**src/rtl/irqvec_pkg.sv**
```systemverilog
package irqvec_pkg;
  typedef enum logic [1:0] {
    SEL_ENABLE = 2'd0,
    SEL_STATUS = 2'd1,
    SEL_VECTOR = 2'd2,
    SEL_DMA    = 2'd3
  } regSel_e;

  typedef struct packed {
    logic    wrEnable;
    logic    wrDma;
    logic    rdVector;
    regSel_e rdSel;
  } ctrlStrobe_t;
endpackage

```
**src/rtl/irqvec_ctrl.sv**
```systemverilog
module irqvec_ctrl
  import irqvec_pkg::*;
(
  input  logic        clk,
  input  logic        rstN,
  input  logic        regWrEn,
  input  logic        regRdEn,
  input  logic [1:0]  regAddr,
  output ctrlStrobe_t strb
);
  regSel_e sel;

  always_comb begin
    sel           = regSel_e'(regAddr);
    strb.rdSel    = sel;
    strb.wrEnable = regWrEn && (sel == SEL_ENABLE);
    strb.wrDma    = regWrEn && (sel == SEL_DMA);
    strb.rdVector = regRdEn && (sel == SEL_VECTOR);
  end

  // status and vector addresses never produce a write strobe
  p_ro_write_r10: assert property (@(posedge clk) disable iff (!rstN)
    (regWrEn && (regAddr == 2'd1 || regAddr == 2'd2)) |-> !(strb.wrEnable || strb.wrDma));

  p_strobe_excl_r4: assert property (@(posedge clk) disable iff (!rstN)
    $onehot0({strb.wrEnable, strb.wrDma, strb.rdVector}));
endmodule

```
**src/rtl/irqvec_datapath.sv**
```systemverilog
module irqvec_datapath
  import irqvec_pkg::*;
#(
  parameter int STAT_W    = 16,
  parameter int IE_W      = 5,
  parameter int BUSY_POS  = 12,
  parameter int RX_POS    = 3,
  parameter int TX_POS    = 4,
  parameter int RXDMA_POS = 15,
  parameter int TXDMA_POS = 7
) (
  input  logic              clk,
  input  logic              rstN,
  input  ctrlStrobe_t       strb,
  input  logic [STAT_W-1:0] wrData,
  input  logic [STAT_W-1:0] setPulse,
  input  logic              busBusy,
  output logic [STAT_W-1:0] rdData,
  output logic              irqOut,
  output logic              dmaRxReq,
  output logic              dmaTxReq
);
  localparam int VEC_W = $clog2(IE_W + 1);

  logic [STAT_W-1:0] status, statusNext, clrMask;
  logic [IE_W-1:0]   enable, pending, clrLow;
  logic [VEC_W-1:0]  vecIdx;
  logic              dmaRxEn, dmaTxEn;

  assign pending = status[IE_W-1:0] & enable;

  // lowest pending enabled source wins
  always_comb begin
    vecIdx = '0;
    clrLow = '0;
    for (int i = IE_W - 1; i >= 0; i--) begin
      if (pending[i]) begin
        vecIdx    = VEC_W'(i + 1);
        clrLow    = '0;
        clrLow[i] = 1'b1;
      end
    end
  end

  always_comb begin
    clrMask = '0;
    if (strb.rdVector) clrMask[IE_W-1:0] = clrLow;
  end

  genvar g;
  generate
    for (g = 0; g < STAT_W; g++) begin : gStatBit
      assign statusNext[g] = setPulse[g] | (status[g] & ~clrMask[g]);
    end
  endgenerate

  always_ff @(posedge clk or negedge rstN) begin
    if (!rstN) begin
      status  <= '0;
      enable  <= '0;
      dmaRxEn <= 1'b0;
      dmaTxEn <= 1'b0;
    end else begin
      status <= statusNext;
      if (strb.wrEnable) begin
        enable <= wrData[IE_W-1:0];
      end else if (strb.wrDma) begin
        if (wrData[RXDMA_POS]) enable[RX_POS] <= 1'b0;
        if (wrData[TXDMA_POS]) enable[TX_POS] <= 1'b0;
      end
      if (strb.wrDma) begin
        dmaRxEn <= wrData[RXDMA_POS];
        dmaTxEn <= wrData[TXDMA_POS];
      end
    end
  end

  always_ff @(posedge clk or negedge rstN) begin
    if (!rstN) begin
      irqOut   <= 1'b0;
      dmaRxReq <= 1'b0;
      dmaTxReq <= 1'b0;
    end else begin
      irqOut   <= |pending;
      dmaRxReq <= dmaRxEn & status[RX_POS];
      dmaTxReq <= dmaTxEn & status[TX_POS];
    end
  end

  always_comb begin
    rdData = '0;
    unique case (strb.rdSel)
      SEL_ENABLE: rdData[IE_W-1:0] = enable;
      SEL_STATUS: begin
        rdData           = status;
        rdData[BUSY_POS] = busBusy;
      end
      SEL_VECTOR: rdData[VEC_W-1:0] = vecIdx;
      SEL_DMA: begin
        rdData[RXDMA_POS] = dmaRxEn;
        rdData[TXDMA_POS] = dmaTxEn;
      end
    endcase
  end

  p_irq_high_r1: assert property (@(posedge clk) disable iff (!rstN)
    (|(status[IE_W-1:0] & enable)) |=> irqOut);
  p_irq_low_r1: assert property (@(posedge clk) disable iff (!rstN)
    !(|(status[IE_W-1:0] & enable)) |=> !irqOut);

  p_clear_r4: assert property (@(posedge clk) disable iff (!rstN)
    (|(clrMask & ~setPulse)) |=> ((status & $past(clrMask & ~setPulse)) == '0));
  p_clear_onehot_r4: assert property (@(posedge clk) disable iff (!rstN)
    $onehot0(clrMask));

  p_set_wins_r5: assert property (@(posedge clk) disable iff (!rstN)
    (|setPulse) |=> ((status & $past(setPulse)) == $past(setPulse)));

  p_rx_req_r7: assert property (@(posedge clk) disable iff (!rstN)
    dmaRxReq |-> $past(dmaRxEn && status[RX_POS]));
  p_tx_req_r7: assert property (@(posedge clk) disable iff (!rstN)
    dmaTxReq |-> $past(dmaTxEn && status[TX_POS]));

  p_dma_rx_ie_r8: assert property (@(posedge clk) disable iff (!rstN)
    (strb.wrDma && wrData[RXDMA_POS]) |=> !enable[RX_POS]);
  p_dma_tx_ie_r8: assert property (@(posedge clk) disable iff (!rstN)
    (strb.wrDma && wrData[TXDMA_POS]) |=> !enable[TX_POS]);
endmodule

```
**src/rtl/irqVectorCtrl.sv**
```systemverilog
module irqVectorCtrl
  import irqvec_pkg::*;
#(
  parameter int STAT_W = 16,
  parameter int IE_W   = 5
) (
  input  logic              clk,
  input  logic              rstN,
  input  logic              regWrEn,
  input  logic              regRdEn,
  input  logic [1:0]        regAddr,
  input  logic [STAT_W-1:0] regWrData,
  output logic [STAT_W-1:0] regRdData,
  input  logic [STAT_W-1:0] setPulse,
  input  logic              busBusy,
  output logic              irqOut,
  output logic              dmaRxReq,
  output logic              dmaTxReq
);
  ctrlStrobe_t strb;

  irqvec_ctrl u_ctrl (
    .clk     (clk),
    .rstN    (rstN),
    .regWrEn (regWrEn),
    .regRdEn (regRdEn),
    .regAddr (regAddr),
    .strb    (strb)
  );

  irqvec_datapath #(
    .STAT_W (STAT_W),
    .IE_W   (IE_W)
  ) u_dp (
    .clk      (clk),
    .rstN     (rstN),
    .strb     (strb),
    .wrData   (regWrData),
    .setPulse (setPulse),
    .busBusy  (busBusy),
    .rdData   (regRdData),
    .irqOut   (irqOut),
    .dmaRxReq (dmaRxReq),
    .dmaTxReq (dmaTxReq)
  );
endmodule

```
**config.mk**
```make
export PLATFORM = sky130hd
export DESIGN_NAME = irqVectorCtrl
export DESIGN_NICKNAME = d
export VERILOG_FILES = /design/src/rtl/irqvec_pkg.sv /design/src/rtl/irqvec_ctrl.sv /design/src/rtl/irqvec_datapath.sv /design/src/rtl/irqVectorCtrl.sv
export SDC_FILE = /design/constraint.sdc
export NUM_CORES = 1
export LEC_CHECK = 0
export ABC_AREA = 1
export BUFFER_PORTS_ARGS = -buffer_cell sky130_fd_sc_hd__buf_2
export CORE_MARGIN = 3
export CORE_UTILIZATION = 27
export DETAILED_ROUTE_END_ITERATION = 7
export PLACE_DENSITY = 0.53
export SYNTH_ARGS = -nofsm -noshare
export SYNTH_HDL_FRONTEND = slang
export SYNTH_SLANG_ARGS = --single-unit
export TNS_END_PERCENT = 5
```
**constraint.sdc**
```tcl
create_clock -name clk -period 1.26 [get_ports clk]
set_input_delay 0.126 -clock clk [delete_from_list [all_inputs] [get_ports clk]]
set_output_delay 0.126 -clock clk [all_outputs]
set_load 0.01 [all_outputs]
```
=== Word level (Yosys, flattened, before mapping) ===
Index checks and enable logic that the tools add are counted.

* Logic and storage cells: 72
* Output and inout port bits: 19
* Flip-flop bits (word level): 26
* Bits of input ports: 39

* Eq/ne operators: 3
* Reductions and logical operators: 10
* Bitwise logic cells: 29
* Multiplexer cells: 21

{| class="wikitable"
|+ Operator list
! cell !! number
|-
| 5-bit 2-to-1 mux || 6
|-
| 1-bit OR || 16
|-
| 3-bit 2-to-1 mux || 5
|-
| 3-bit case mux with 3 select lines || 1
|-
| 1-bit AND || 7
|-
| 7-bit 2-to-1 mux || 1
|-
| 2-bit 2-to-1 mux || 3
|-
| 2-bit nonzero test || 3
|-
| 5-bit AND || 1
|-
| 1-bit NOT || 5
|-
| 5-bit OR reduction || 1
|-
| 2-bit == test, second input constant || 2
|-
| 1-bit case mux with 2 select lines || 2
|-
| 2-bit case mux with 2 select lines || 1
|-
| 2-bit AND reduction || 2
|-
| 1-bit logical AND || 3
|-
| 2-bit by 1-bit == test with 1-bit output, second input constant || 1
|-
| 2-bit logical NOT || 1
|-
| 1-bit 2-to-1 mux || 2
|}

=== Longest topological paths before layout ===
Gate-level depths: netlist (run 1).

* Word-level depth: 10
* Gate-level depth with buffers: 7
* Gate-level depth less buffers: 7

=== By module ===
From an unflattened synthesis (run 1), not the netlist that was laid out.

* Cell total of the unflattened synthesis: 142
* Area total of the unflattened synthesis: 1184.9 µm²

{| class="wikitable"
|+ By module, submodules not included
! module !! area an instance (µm²) !! cells each !! seq. area each (µm²) !! times used
|-
| irqvec_datapath || 1143.6 || 133 || 625.6 || 1
|-
| irqvec_ctrl || 41.3 || 9 || 0.0 || 1
|}

=== Least setup slack after synthesis (run 1) ===
Ideal clock, no wire load.

* Path type: register to register
* Start: register u_dp.enable[0]
* End: register u_dp.status[2]
* Arrival: 825 ps
* Cell stages (with the launch flop): 7
* Slack: 319 ps
* Setup time: 117 ps
* Required time: 1143 ps
* Period minus slack after synthesis: 941 ps
* Buffers on the path: 0
* Cells stage by stage: dfrtp_1 > nand2_1 > nand2_1 > nor2_1 > nand2_1 > nand2_1 > nand2_1

* Longest elaborated chain between the ends: 6

{| class="wikitable"
|+ RTL lines
! item !! RTL line !! RTL
|-
| from (decl) || irqvec_datapath.sv:26 || <nowiki>logic [IE_W-1:0] enable, pending, clrLow;</nowiki>
|-
| from (signal assigned) || irqvec_datapath.sv:66 || <nowiki>enable <= wrData[IE_W-1:0];</nowiki>
|-
| 5-bit AND || irqvec_datapath.sv:30 || <nowiki>assign pending = status[IE_W-1:0] & enable;</nowiki>
|-
| 5-bit 2-to-1 mux || irqvec_datapath.sv:37 || <nowiki>if (pending[i]) begin</nowiki>
|-
| 5-bit 2-to-1 mux || irqvec_datapath.sv:47 || <nowiki>if (strb.rdVector) clrMask[IE_W-1:0] = clrLow;</nowiki>
|-
| 1-bit NOT || irqvec_datapath.sv:53 || <nowiki>assign statusNext[g] = setPulse[g] | (status[g] & ~clrMask[g]);</nowiki>
|-
| 1-bit AND || irqvec_datapath.sv:53 ||
|-
| 1-bit OR || irqvec_datapath.sv:53 ||
|-
| via u_dp.statusNext[2] || irqvec_datapath.sv:25 || <nowiki>logic [STAT_W-1:0] status, statusNext, clrMask;</nowiki>
|-
| to (signal assigned) || irqvec_datapath.sv:64 || <nowiki>status <= statusNext;</nowiki>
|-
| to (decl) || irqvec_datapath.sv:25 ||
|}

The timed path passes the listed nets, and every way through them passes these cells.
A chain may end at the register's enable or synchronous reset.

=== Final worst setup path (run 1) ===
* Start: register u_dp.status[2]
* End: output regRdData[2]

* Longest elaborated chain between the ends: 5

{| class="wikitable"
|+ RTL lines
! item !! RTL line !! RTL
|-
| 5-bit AND || irqvec_datapath.sv:30 ||
|-
| 3-bit 2-to-1 mux (3 in series) || irqvec_datapath.sv:37 ||
|-
| 3-bit case mux with 3 select lines * || irqvec_datapath.sv:92 || <nowiki>unique case (strb.rdSel)</nowiki>
|-
| to (decl) || irqVectorCtrl.sv:13 || <nowiki>output logic [STAT_W-1:0] regRdData,</nowiki>
|}

Mark *: on every way between the ends. The rest lies on a longest branch, timed or not.

==> results of run 1 <==
[layout make-up]
type	count	area, um2
clock buffer	4	45.0
fill	432	2470
inverter	26	97.6
multi-input combinational	98	468
sequential	25	627
tap	50	62.6
timing repair buffer	57	313
[cell usage in the layout (no fill, tap or decap), drive strengths merged]
master,instances
inv,26
nand2,49
nand3,10
o21ai,6
a22o,2
dfrtp,25
or2,10
nor2,17
a21oi,4
buf,56
dlygate4sd3,1
clkbuf,4
[power groups by stage]
stage	registers, mW	clock network [mW]	logic (mW)
2_1_floorplan	0.908	0	0.180
3_3_place_gp	0.903	0	0.345
3_5_place_dp	0.905	0	0.347
4_1_cts	0.889	0.503	0.396
5_1_grt	0.900	0.534	0.460
6_report	0.890	0.474	0.401
[worst max path at each step]
stage	slack, ps	start	depth (start not counted)	to
after floorplan	320	u_dp.enable[0]$_DFFE_PN0P_	6	u_dp.status[2]$_DFF_PN0_
final	-70	u_dp.status[2]$_DFF_PN0_	6	regRdData[2]
after CTS	-70	u_dp.status[2]$_DFF_PN0_	6	regRdData[2]
after global routing	-150	u_dp.enable[1]$_DFFE_PN0P_	6	regRdData[2]
after global placement	190	regAddr[0]	6	regRdData[14]
after detailed placement	180	regAddr[0]	6	regRdData[13]
[worst reg2reg max path, cell delays in order, from the launching register on]
cell     delay [ps]
dfrtp_1         410
nand2_2         100
buf_4           110
nand2_1          40
nor2_1          130
nand2_1          70
nand2_1          60
nand2_1          40
[per-stage QoR]
step,power (mW),hold WS (ps),cell area (um2),setup TNS [ps]
floorplan,1.09,-170,1170,0
global placement,1.25,166,1470,0
detailed placement,1.25,165,1470,0
CTS,1.79,24.2,1600,-216
global route,1.89,31.1,1610,-563
finish,1.76,34.4,1610,-193
[state kept, by name (all words and copies together), names as in the netlist]
signal         count
u_dp.dmaRxReq      1
u_dp.status       15
u_dp.dmaTxReq      1
u_dp.dmaRxEn       1
u_dp.dmaTxEn       1
u_dp.enable        5
u_dp.irqOut        1
[what timing repair did]
item                                    CTS  global route
endpoints found under the setup margin    3             5
pin swaps                                 4             9
hold buffers                              1             0
gates resized for setup                   7             4
hold endpoints to repair                 25             0
setup buffers                             7             1
[cell families (layout without fill, tap and decap cells)]
| logic type | Yosys count | after routing | synth area share |
|---|---|---|---|
| AO/OA/AOI/OAI | 12 | 12 | 0.0578 |
| buffers and inverters | 26 | 87 | 0.0835 |
| flip-flops | 25 | 25 | 0.535 |
| AND/OR/NAND/NOR | 86 | 86 | 0.323 |
[metal layers]
metal | part of all wire | up-vias
met1 | 0.48 | 490
met5 | 0 | -
met3 | 0.076 | 2
met4 | 0.0043 | 0
met2 | 0.44 | 39
li1 | - | 571
==> impl_results.md, run 1 <==
* Clock sinks at 25
* I/O pins at just under 60
* Startpoint types: register
* Sw frac at 0.289
* CTS tree: built
* Synth top area share at 0.535
* Hold EP: u_dp.status[1]$_DFF_PN0_
* Worst hold path depth at 3
* Critical R2R Capture: u_dp.status[3]$_DFF_PN0_
* Min Tclk post-route at 1330 ps
* Internal reg-to-reg setup slack at 190 ps
* Hold_sp: setPulse[1]
* Worst Setup End Kind: primary output
* Critical path peak fanout at 3
* Period Utilization, post-route at 1.06
* Top Usage Layer GRT: met2
* Share of cells above drive strength 1 at 0.400
* CTS H-tree lvls at 1
* Worst VDD drop at 0.709 mV
* Root Driver: clkbuf_8
* Status: finished, violations left
* Final net count at 250
* Die Ht at 71.8 um
* Finished Core Util at 0.395
* Clock buffer depth at 2
* P per Cell Area at between 1000 and 1500 nW/um2
* Unrepaired setup endpoints after global routing: yes
* Max Fclk at ~0.75 GHz
* Num rows at 23
* Die Footprint at 5150 um2
* Mapped Avg Cell Area at around 8 um2
* Max cap viols at 0
* First-pass GRT wire length at 4850 um
* Clk slew on worst S/H paths at 80 ps
* Top cells by count, synth: 49 x nand2_1, 25 x dfrtp_1, 25 x inv_1
* DRT antenna net count at 0
* Main area contributors after synthesis: dfrtp_1 54%, nand2_1 16%, inv_1 8.0%
* Critical-path cell list: nand2_2, nand2_2, nor2_2, nand2_1, nand3_1, buf_2
* Largest area contributor in the synthesized netlist: dfrtp_1
* CP top delay family: flip-flops
* Ys async rst share at 1.00
* Unique masters post-synth at 12
* Antenna Cells at 0
* DR WL/cell at 10.7 um
* Final setup viols at 4
* Total grt overflow at 0
* Post-Synthesis Cells at between 100 and 150
* P_int at 1.25 mW
* Post-synth EDFFs at 0
* Met1 Use GR at 0.154
* Vias in the first global route at 1106
* Largest stage delay, worst path at 420 ps
* Dpl hpwl at 2020 um
* Routability cong. at 0.830
* P_sw at between 0.5 and 0.6 mW
* Chip Width at 71.8 um
* Worst relative slew slack at 0.625
* Critical R2R Launch: u_dp.enable[1]$_DFFE_PN0P_
* DR vias at 1102
* Hold Path Class: in -> reg
* Top_reg_cell synth: dfrtp_1
* Global Route Usage Sum at 0.118
* Final WL at roughly 2800 um
* CP dominant cell by count: nand2_2
* DRC at 0
* Slowest CP cell: dfrtp_1
* Met2 GRT Util at 0.197
* # placed instances at roughly 250
* Setup ws final at -73.1 ps
* Synth Warn # at 0
* Critical path buffer and inverter count at 1
* Lkg Pwr at 0.915 nW
* Slew Viols, Final at 0
* Cell Area, Synth at 1170 um2
* Sequential element share of the synthesized area at 0.535
* CTS Buf Count at 3
* Sequential Power Share at 0.504
* IO buf count at 47
* Non-filler cells, final at 260
* Failing checks: setup timing
* Vias/cell at 4.24
* Reg2Reg Depth at 7
* Syn_nets at 188
* CP Data Required Time at 1130 ps
* Met3 Usage GRT at 0.0337
* Initial antenna violation count at 0
* Crit path DAT at between 1000 and 1500 ps
* Starting density of the core at 0.286
* Clk_lat worst skew at 270 ps
* Worst slack, placed at between 150 and 200 ps
* Most common cell in the netlist: nand2_1
* Core footprint at 4090 um2
* Combinational Power Share at 0.227
* Clock power frac at 0.268
* Pin count of the biggest net entering global routing at 26
* First-pass iteration count of the detailed router at 4
* Syn-to-layout area delta at 38.0%
* Flops & latches, synth at 25
* DRT iter0 DRCs at 16
* CP Class: reg -> out
* Slew @ Worst Pin at between 500 and 600 ps
* Final Hold Fails at 0
* Clk_skew at 1.22 ps
Power figures use the tool's default switching activity.
==> run 2: changes to the inputs <==
--- a/config.mk
+++ b/config.mk
@@ -10,7 +10,8 @@
 export CORE_MARGIN = 3
 export CORE_UTILIZATION = 27
 export DETAILED_ROUTE_END_ITERATION = 7
-export PLACE_DENSITY = 0.53
+export PLACE_DENSITY = 0.54
+export SKIP_CTS_REPAIR_TIMING = 1
 export SYNTH_ARGS = -nofsm -noshare
 export SYNTH_HDL_FRONTEND = slang
 export SYNTH_SLANG_ARGS = --single-unit
==> run 2 against run 1 <==
  * The flow still finishes with violations (setup timing)
  * Clock skew is 0.73 ps higher
  * First-iteration DRC count rose by 120%
  * Largest cell class unchanged
  * Count of clock-buffer cells in the layout fell by 1
  * Register-to-register slack lost 40 ps
  * Critical path depth stayed put
  * Cell area decreased by 3.0%
  * Sequential share of layout area grew 1.1 points
  * Global-route usage down 0.73 points
  * Highest routed layer unchanged
  * Critical path type unchanged
  * Worst hold slack improved by 2.3 ps
  * Worst setup slack got worse by 18 ps
  * Power fell by 2.8%
==> impl_results.md, run 2 (synthesis results as in run 1) <==
* Status: finished, violations left
* Failing checks: setup timing
* DR vias at 1047 (-5.0%)
* Unrepaired setup endpoints after global routing: yes
* Worst hold path depth at 3 (unchanged)
* Slowest CP cell: dfrtp_1
* Core footprint at 4090 um2 (unchanged)
* Largest register FFs at 15 (unchanged)
* Worst VDD drop at 0.383 mV (-46%)
* I/O pins at 58 (unchanged)
* Largest stage delay, worst path at 420 ps (about the same)
* Clk_skew at 1.95 ps (+0.733 ps)
* Routability cong. at 0.756 (-8.9%)
* First-pass iteration count of the detailed router at 4 (unchanged)
* Largest regs: u_dp.status: 15 flops, u_dp.enable: 5 flops
* Chip Width at 71.8 um (unchanged)
* Vias/cell at 4.11 (-3.1%)
* CP Data Required Time at 1130 ps (about the same)
* Register with the most flip-flops: u_dp.status
* CP Class: reg -> out
* Die Ht at 71.8 um (unchanged)
* Critical R2R Launch: u_dp.status[0]$_DFF_PN0_
* Share of cells above drive strength 1 at 0.361 (-0.0390)
* Critical path peak fanout at 4 (+1)
* Critical R2R Capture: u_dp.status[2]$_DFF_PN0_
* Non-filler cells, final at 255 (-1.9%)
* Setup ws final at -90.9 ps (-17.8 ps)
* DRC at 0 (unchanged)
* Lkg Pwr at 0.897 nW (-2.0%)
* Dpl hpwl at 2040 um (+0.76%)
* P_sw at 0.490 mW (-4.0%)
* Commonest non-fill, non-tap cells in the layout: 47 x buf_2, 46 x nand2_1, 25 x dfrtp_1
* Clock sinks at 25 (unchanged)
* Antenna Cells at 0 (unchanged)
* CTS tree: built
* Slew @ Worst Pin at 558 ps (-4.22 ps)
* Starting density of the core at 0.286 (unchanged)
* Pin count of the biggest net entering global routing at 26 (unchanged)
* Die Footprint at 5150 um2 (unchanged)
* Critical-path cell list: nand2_2, buf_4, nand3_1, nand2_1, nand2_1, buf_2
* Worst Setup End Kind: primary output
* Worst Setup EP: regRdData[0]
* DRT iter0 DRCs at 35 (+19)
* Fill count at 447 (+3.5%)
* Crit path DAT at 1220 ps (about the same)
* Period Utilization, post-route at 1.07 (+0.0141)
* Global Route Usage Sum at 0.110 (-0.00730)
* Sw frac at 0.285 (-0.00364)
* Sequential Power Share at 0.519 (+0.015)
* Launch point of the worst path: u_dp.status[2]$_DFF_PN0_
* First-pass GRT wire length at 4440 um (-8.4%)
* Clk slew on worst S/H paths at 80 ps (about the same)
* Final setup viols at 4 (unchanged)
* Reg2Reg Depth at 6 (-1)
* IO buf count at 47 (unchanged)
* Min Tclk post-route at 1350 ps (+17.8 ps)
* Final Hold Fails at 0 (unchanged)
* Max Fclk at 0.740 GHz (-1.3%)
* Worst relative slew slack at 0.628 (+0.00281)
* Clock power frac at 0.268 (about the same)
* Commonest non-fill, non-tap cell in the layout: buf_2
* Clock buffer depth at 2 (unchanged)
* # placed instances at 247 (unchanged)
* P_int at 1.23 mW (-2.3%)
* Syn-to-layout area delta at 33.8%
* Clk_lat worst skew at 260 ps (about the same)
* Final net count at 245 (-2.0%)
* Max cap viols at 0 (unchanged)
* DR WL/cell at 10.6 um (-0.65%)
* Slew Viols, Final at 0 (unchanged)
* Internal reg-to-reg setup slack at 150 ps (-40 ps)
* Combinational Power Share at 0.213 (-0.014)
* CTS Buf Count at 3 (unchanged)
* Finished Core Util at 0.383 (-0.0119)
* CP dominant cell by count: nand2_1
* Hold Path Class: in -> reg
* Final WL at 2700 um (-2.6%)
* Num rows at 23 (unchanged)
* Initial antenna violation count at 0 (unchanged)
* Startpoint types: register
* Root Driver: clkbuf_8
* DRT antenna net count at 0 (unchanged)
* CTS H-tree lvls at 1 (unchanged)
* P per Cell Area at 1100 nW/um2 (+0.26%)
* Total grt overflow at 0 (unchanged)
* Vias in the first global route at 928 (-16%)
## run 2: cell count changes in the layout (fill, tap and decap cells not counted), sizes merged
| cell | previous run | this run |
|---|---|---|
| clkinv | 0 | 1 |
| buf | 56 | 51 |
| clkbuf | 4 | 3 |
## run 2: power groups by stage
| stage | Combinational, mW | Clock (mW) | Sequential, mW |
|---|---|---|---|
| after floorplan | 0.180 | 0 | 0.908 |
| after global placement | 0.347 | 0 | 0.903 |
| after detailed placement | 0.352 | 0 | 0.901 |
| after CTS | 0.352 | 0.495 | 0.886 |
| after global routing | 0.420 | 0.533 | 0.896 |
| final | 0.366 | 0.460 | 0.890 |
## run 2: layer usage
layer | GRT usage | wire length [um]
met5 | 0 | 0
met4 | 0.0376 | 29
met3 | 0.0252 | 174
met2 | 0.166 | 1200
met1 | 0.156 | 1290
## run 2: worst max-delay path: cells and delay by family (launching register included)
kind	cells	cell delay [ps]
buf+inv	2	250
flops	1	420
simple gates	4	280
## run 2: cell type report
class	instances	area (um2)	share of cell area
Tap cell	50	62.6	0.0400
Inverter	26	97.6	0.0624
Clock inverter	1	5.00	0.00320
Clock buffer	3	41.3	0.0264
Sequential cell	25	626	0.400
Multi-Input combinational cell	98	457	0.292
Timing Repair Buffer	52	275	0.176
## run 2: metrics by stage
step | cell area, um2 | setup slack [ps] | total power [mW] | hold WS, ps | TNS, ps
after floorplan | 1170 | 319 | 1.09 | -170 | 0
after global placement | 1470 | 178 | 1.25 | 163 | 0
after detailed placement | 1470 | 171 | 1.25 | 165 | 0
after CTS | 1520 | -125 | 1.73 | -137 | -247
after global routing | 1560 | -190 | 1.85 | 32.2 | -562
final | 1560 | -90.9 | 1.72 | 36.7 | -177
## run 2: worst min path at each step
stage	start	slack (ps)	endpoint
finish	setPulse[2]	40	u_dp.status[2]$_DFF_PN0_
global route	setPulse[11]	30	u_dp.status[11]$_DFF_PN0_
CTS	rstN	-140	u_dp.status[6]$_DFF_PN0_
detailed placement	rstN	170	u_dp.status[0]$_DFF_PN0_
global placement	rstN	160	u_dp.status[0]$_DFF_PN0_
floorplan	rstN	-170	u_dp.dmaRxEn$_DFFE_PN0P_
